**src/rtl/isoclk_pkg.sv**
```systemverilog
`timescale 1ns/1ps
package isoclk_pkg;
  localparam int SEL_W   = 3;
  localparam int CFG_W   = 4 * SEL_W;
  localparam int N_IN    = 2;   // transmit, receive
  localparam int N_PIN   = 2;   // outgoing pins A, B
  localparam int N_SRC   = 4;   // rx gen, tx gen, ext txt, ext rxt

  typedef enum logic [1:0] {
    PICK_TICK = 2'd0,
    PICK_TXT  = 2'd1,
    PICK_RXT  = 2'd2
  } in_pick_e;

  typedef struct packed {
    logic       drive;
    logic [1:0] idx;
  } out_pick_t;

  function automatic in_pick_e decode_in(input logic [SEL_W-1:0] code);
    case (code)
      3'd1:    return PICK_TXT;
      3'd2:    return PICK_RXT;
      default: return PICK_TICK;
    endcase
  endfunction

  function automatic out_pick_t decode_out(input logic [SEL_W-1:0] code);
    out_pick_t r;
    r.drive = (code >= 3'd1) && (code <= 3'd4);
    r.idx   = r.drive ? 2'(code - 3'd1) : 2'd0;
    return r;
  endfunction
endpackage

```
**src/rtl/isoclk_sync_edge.sv**
```systemverilog
`timescale 1ns/1ps
module isoclk_sync_edge #(
  parameter int STAGES = 2
) (
  input  logic clk,
  input  logic rst_n,
  input  logic async_in,
  output logic lvl,
  output logic rise
);
  localparam int LAST = STAGES - 1;

  logic [LAST:0] sh_q, sh_d;
  logic          prev_q;

  generate
    if (STAGES == 1) begin : g_one
      always_comb sh_d = async_in;
    end else begin : g_many
      always_comb sh_d = {sh_q[LAST-1:0], async_in};
    end
  endgenerate

  always_ff @(posedge clk or negedge rst_n) begin
    if (!rst_n) begin
      sh_q   <= '0;
      prev_q <= 1'b0;
    end else begin
      sh_q   <= sh_d;
      prev_q <= sh_q[LAST];
    end
  end

  assign lvl  = sh_q[LAST];
  assign rise = sh_q[LAST] & ~prev_q;
endmodule

```
**src/rtl/isoclk_out_pin.sv**
```systemverilog
`timescale 1ns/1ps
module isoclk_out_pin
  import isoclk_pkg::*;
(
  input  logic             clk,
  input  logic             rst_n,
  input  logic [SEL_W-1:0] code,
  input  logic [N_SRC-1:0] src_lvl,
  input  logic             hold_req,
  output logic             line,
  output logic             oe
);
  out_pick_t pick;
  logic      lvl_sel;
  logic      run_q, run_d;
  logic      line_q, line_d;
  logic      oe_q, oe_d;

  always_comb begin
    pick    = decode_out(code);
    lvl_sel = pick.drive & src_lvl[pick.idx];
    // gate may only change while the chosen source is low
    run_d   = lvl_sel ? run_q : ~hold_req;
    line_d  = pick.drive & run_d & lvl_sel;
    oe_d    = pick.drive;
  end

  always_ff @(posedge clk or negedge rst_n) begin
    if (!rst_n) begin
      run_q  <= 1'b1;
      line_q <= 1'b0;
      oe_q   <= 1'b0;
    end else begin
      run_q  <= run_d;
      line_q <= line_d;
      oe_q   <= oe_d;
    end
  end

  assign line = line_q;
  assign oe   = oe_q;
endmodule

```
**src/rtl/isoclk_select.sv**
```systemverilog
`timescale 1ns/1ps
module isoclk_select
  import isoclk_pkg::*;
#(
  parameter int SYNC_STAGES = 2
) (
  input  logic             clk,
  input  logic             rst_n,
  input  logic [CFG_W-1:0] cfg_word,
  input  logic             tx_baud_tick,
  input  logic             rx_baud_tick,
  input  logic             ext_txt,
  input  logic             ext_rxt,
  input  logic             flow_en,
  input  logic             stop_in,
  output logic             tx_clk_en,
  output logic             rx_clk_en,
  output logic             out_a_clk,
  output logic             out_a_oe,
  output logic             out_b_clk,
  output logic             out_b_oe
);
  localparam int PIN_BASE = N_IN * SEL_W;

  logic [1:0]       ext_async, ext_lvl, ext_rise;
  logic [N_IN-1:0]  ticks, en_d, en_q;
  logic             tx_ph_q, tx_ph_d, rx_ph_q, rx_ph_d;
  logic [N_SRC-1:0] src_lvl;
  logic             hold_req;
  logic [N_PIN-1:0] pin_line, pin_oe;

  assign ext_async = {ext_rxt, ext_txt};
  assign ticks     = {rx_baud_tick, tx_baud_tick};

  // timing-line synchronizers
  generate
    for (genvar e = 0; e < 2; e++) begin : g_sync
      isoclk_sync_edge #(.STAGES(SYNC_STAGES)) u_sync (
        .clk(clk), .rst_n(rst_n), .async_in(ext_async[e]),
        .lvl(ext_lvl[e]), .rise(ext_rise[e])
      );
    end
  endgenerate

  // bit-clock enable selection
  generate
    for (genvar g = 0; g < N_IN; g++) begin : g_in
      always_comb begin
        case (decode_in(cfg_word[g*SEL_W +: SEL_W]))
          PICK_TXT: en_d[g] = ext_rise[0];
          PICK_RXT: en_d[g] = ext_rise[1];
          default:  en_d[g] = ticks[g];
        endcase
      end
    end
  endgenerate

  // square waves from local generators
  always_comb begin
    tx_ph_d = tx_ph_q ^ tx_baud_tick;
    rx_ph_d = rx_ph_q ^ rx_baud_tick;
  end

  always_ff @(posedge clk or negedge rst_n) begin
    if (!rst_n) begin
      en_q    <= '0;
      tx_ph_q <= 1'b0;
      rx_ph_q <= 1'b0;
    end else begin
      en_q    <= en_d;
      tx_ph_q <= tx_ph_d;
      rx_ph_q <= rx_ph_d;
    end
  end

  assign src_lvl  = {ext_lvl[1], ext_lvl[0], tx_ph_q, rx_ph_q};
  assign hold_req = flow_en & stop_in;

  generate
    for (genvar p = 0; p < N_PIN; p++) begin : g_pin
      isoclk_out_pin u_pin (
        .clk(clk), .rst_n(rst_n),
        .code(cfg_word[PIN_BASE + p*SEL_W +: SEL_W]),
        .src_lvl(src_lvl), .hold_req(hold_req),
        .line(pin_line[p]), .oe(pin_oe[p])
      );
    end
  endgenerate

  assign tx_clk_en = en_q[0];
  assign rx_clk_en = en_q[1];
  assign out_a_clk = pin_line[0];
  assign out_a_oe  = pin_oe[0];
  assign out_b_clk = pin_line[1];
  assign out_b_oe  = pin_oe[1];
endmodule

```
**config.mk**
```make
export PLATFORM = sky130hd
export DESIGN_NAME = isoclk_select
export DESIGN_NICKNAME = d
export VERILOG_FILES = /design/src/rtl/isoclk_pkg.sv /design/src/rtl/isoclk_sync_edge.sv /design/src/rtl/isoclk_out_pin.sv /design/src/rtl/isoclk_select.sv
export SDC_FILE = /design/constraint.sdc
export NUM_CORES = 1
export LEC_CHECK = 0
export BUFFER_PORTS_ARGS = -buffer_cell sky130_fd_sc_hd__buf_2
export CORE_MARGIN = 2
export CORE_UTILIZATION = 30
export DETAILED_ROUTE_END_ITERATION = 8
export GPL_ROUTABILITY_DRIVEN = 0
export HOLD_SLACK_MARGIN = 0.06
export PLACE_DENSITY = 0.53
export SKIP_LAST_GASP = 1
export SLEW_MARGIN = 10
export SYNTH_ARGS = -nofsm -noshare
export SYNTH_HDL_FRONTEND = slang
export SYNTH_SLANG_ARGS = --single-unit
```
**constraint.sdc**
```tcl
create_clock -name clk -period 1.5 [get_ports clk]
set_input_delay 0.3 -clock clk [delete_from_list [all_inputs] [get_ports clk]]
set_output_delay 0.3 -clock clk [all_outputs]
set_load 0.05 [all_outputs]
```
==> reports/results.ini <==
[outcome]
status=finished clean

[yosys]
ys_seq_elements=16
synth_top_family_by_area=simple AND/OR/NAND/NOR gates
synth-xor-area-share=0.0224
syn_nets=91
syn-cell-area_sq_um=782
synth-simple-area-share=0.168
syn_inst=63
synth_fa_ha_area_frac=0.128
synth_cell_type_count=20
syn_avg_cell_area_sq_um=12.4
synth.yosys.warnings=0
synthMuxAreaShare=0.0960
ys_seq_area_frac=0.515
synth_compound_area_frac=0.0320

[setup_path]
path_cells=mux4_1 -> nand3_1 -> mux2_1
timing.rr.end=g_pin[1].u_pin.run_q$_DFF_PN1_
cpLargestDelayFamily=multiplexers
cp.required_ns=1.72
r2r-start=g_sync[0].u_sync.sh_q[1]$_DFF_PN0_
crit_type=reg -> reg
worstSetupEndpointType=flop
worst-path-max-fanout=4
cp.arrival_ns=1.65
crit_end=g_pin[1].u_pin.run_q$_DFF_PN1_
worst-path-stages=3
cp_slowest_stage_delay_ns=0.53
cp-startpoint=g_sync[0].u_sync.sh_q[1]$_DFF_PN0_
critPathSlowestCell=mux4_1
worst-path-buf-inv=0
ff2ff_setup_slack_ns=0.07
start_kind=flop
reg2reg_depth=3

[finish]
areaGrowthSynthToFinish_pct=27.2
nets=123
drive_gt1_frac=0.404
seqCellArea_sq_um=403
multi_input_area_sq_um=345
mostFrequentLayoutCells=buf_2, dfrtp_1, inv_1, ha_1, nand2_1
stdcell_count=124
n_fill_cell=259
layout_commonest_cell=buf_2
diodes=0
final_core_util=0.402

[global_routing]
grt_pass1_wl_microns=2140
antenna_found_initial=0
grt_start_max_net_pins=17
grt_use_total=0.104
grt_overflow_total=0
grt_pass1_vias=531

[timing]
max_freq_mhz=699
fin_setup_tns_ns=0
rsz0062_at_grt=false
setup_violations=0
period_share=0.954
hold_violations=0
relSlewSlack=0.763
min_period_ns=1.43
skew_ns=0.00581
tightest_slew_ns=0.356
slew_viol_final=0

[detailed_routing]
antenna_left=0
viasPerCell=4.42
drc=0
detail_route.wirelength_microns=1280
drt_iter0_markers=4
via_count=548
wl_per_cell_microns=10.3
firstDrtPassIters=2

[clocking]
cts_tree=done
cts_buffers=3
cts_num_sinks=16
cts.clk_slew.worst_paths_ns=0.10
root_buffer=clkbuf_4
cts_buffer_depth=2
clock_latency_ns=0.28
h-tree-depth=1

[power]
report.power.total_uw=1110
p_per_area_nw_per_um2=1120
p_leak_uw=0.000513
ir_worst_vdd_mv=0.520

[place]
placed_cells=118
numPortBuffers=25
dp_hpwl_microns=1050

[floorplanning]
initial_utilization=0.316
row_count=18
core_area_sq_um=2480
die_h_microns=55.1
ios=26
die_w_microns=55.1
die_area_sq_um=3030

[min_path]
min_path_type=in -> reg

[job]
maxCapViolCount=0

## per-layer routing
metal / global-route usage / vias up / share of wire
met5: 0 / - / 0
met4: 0.0366 / 0 / 0
met3: 0.0403 / 0 / 0.083
met2: 0.187 / 18 / 0.50
met1: 0.109 / 251 / 0.41
li1: - / 279 / -
## power breakdown
group	total, uW	internal, uW	switching, uW
registers	545	504	40.8
clock network	280	148	132
logic	287	130	157
total	1110	781	331
## per-stage QoR
step | cell area, sq um | setup slack (ns) | hold slack [ns]
2_1_floorplan | 782 | 0.108 | 0.00441
3_3_place_gp | 945 | -0.0469 | 0.224
3_5_place_dp | 945 | -0.0576 | 0.235
4_1_cts | 991 | 0.0197 | 0.108
5_1_grt | 995 | 0.0165 | 0.0926
6_report | 995 | 0.0697 | 0.121
## sequential cells by signal, indices dropped and copies added (netlist names)
register	count
en_q	2
g_pin.u_pin.line	2
g_pin.u_pin.oe	2
g_pin.u_pin.run_q	2
g_sync.u_sync.prev_q	2
g_sync.u_sync.sh_q	4
rx_ph_q	1
tx_ph_q	1
## worst min path at each step
stage / start / to / slack, ns / depth (start not counted)
CTS: ext_rxt / g_sync[1].u_sync.sh_q[0]$_DFF_PN0_ / 0.11 / 1
finish: ext_rxt / g_sync[1].u_sync.sh_q[0]$_DFF_PN0_ / 0.12 / 1
detailed placement: rst_n / g_pin[0].u_pin.oe$_DFF_PN0_ / 0.23 / 1
global placement: rst_n / g_pin[0].u_pin.line$_DFF_PN0_ / 0.22 / 1
floorplan: rst_n / en_q[0]$_DFF_PN0_ / 0.004 / 0
global route: ext_rxt / g_sync[1].u_sync.sh_q[0]$_DFF_PN0_ / 0.09 / 1
## timing repair
action / CTS / global route
setup buffers: 0 / 1
resized for setup: 0 / 1
endpoints found under the hold margin: 14 / 0
setup endpoints to repair: 0 / 1
hold buffers: 1 / 0
## cells in the mapped netlist
master    number  area (sq um)
and2_4         2          17.5
nand2_1        5          18.8
ha_1           8           100
nor3b_1        2          15.0
and3_1         1          6.26
mux2_1         2          22.5
a22oi_1        2          15.0
mux4_1         2          52.6
dfrtp_1       14           350
xor2_1         2          17.5
and3_2         1          7.51
nand3_1        2          10.0
o21ai_0        2          10.0
or2b_1         1          7.51
nor2_1         2          7.51
nor2b_1        2          12.5
or4_4          2          22.5
inv_1          8          30.0
nand2b_1       1          6.26
dfstp_2        2          52.6
## area by class of cell
type,count,area share
clock buffer,4,0.0365
inverter,8,0.0302
multi-input combinational,39,0.347
sequential,16,0.405
tap,30,0.0377
timing repair buffer,27,0.143
## kinds of logic (layout without fill, tap and decap cells)
family          count (synthesis)  count (layout)
buf+inv                         8              39
mux                             4               4
xor+xnor                        2               2
compound gates                  4               4
flops                          16              16
fa+ha+maj                       8               8
simple gates                   21              21
## worst register-to-register path: cells and delay by family, from the launching register on
family / cells / cell delay, ns
muxes: 2 / 0.85
and+or+nand+nor: 1 / 0.11
DFF: 1 / 0.42
Power figures use the tool's default switching activity.
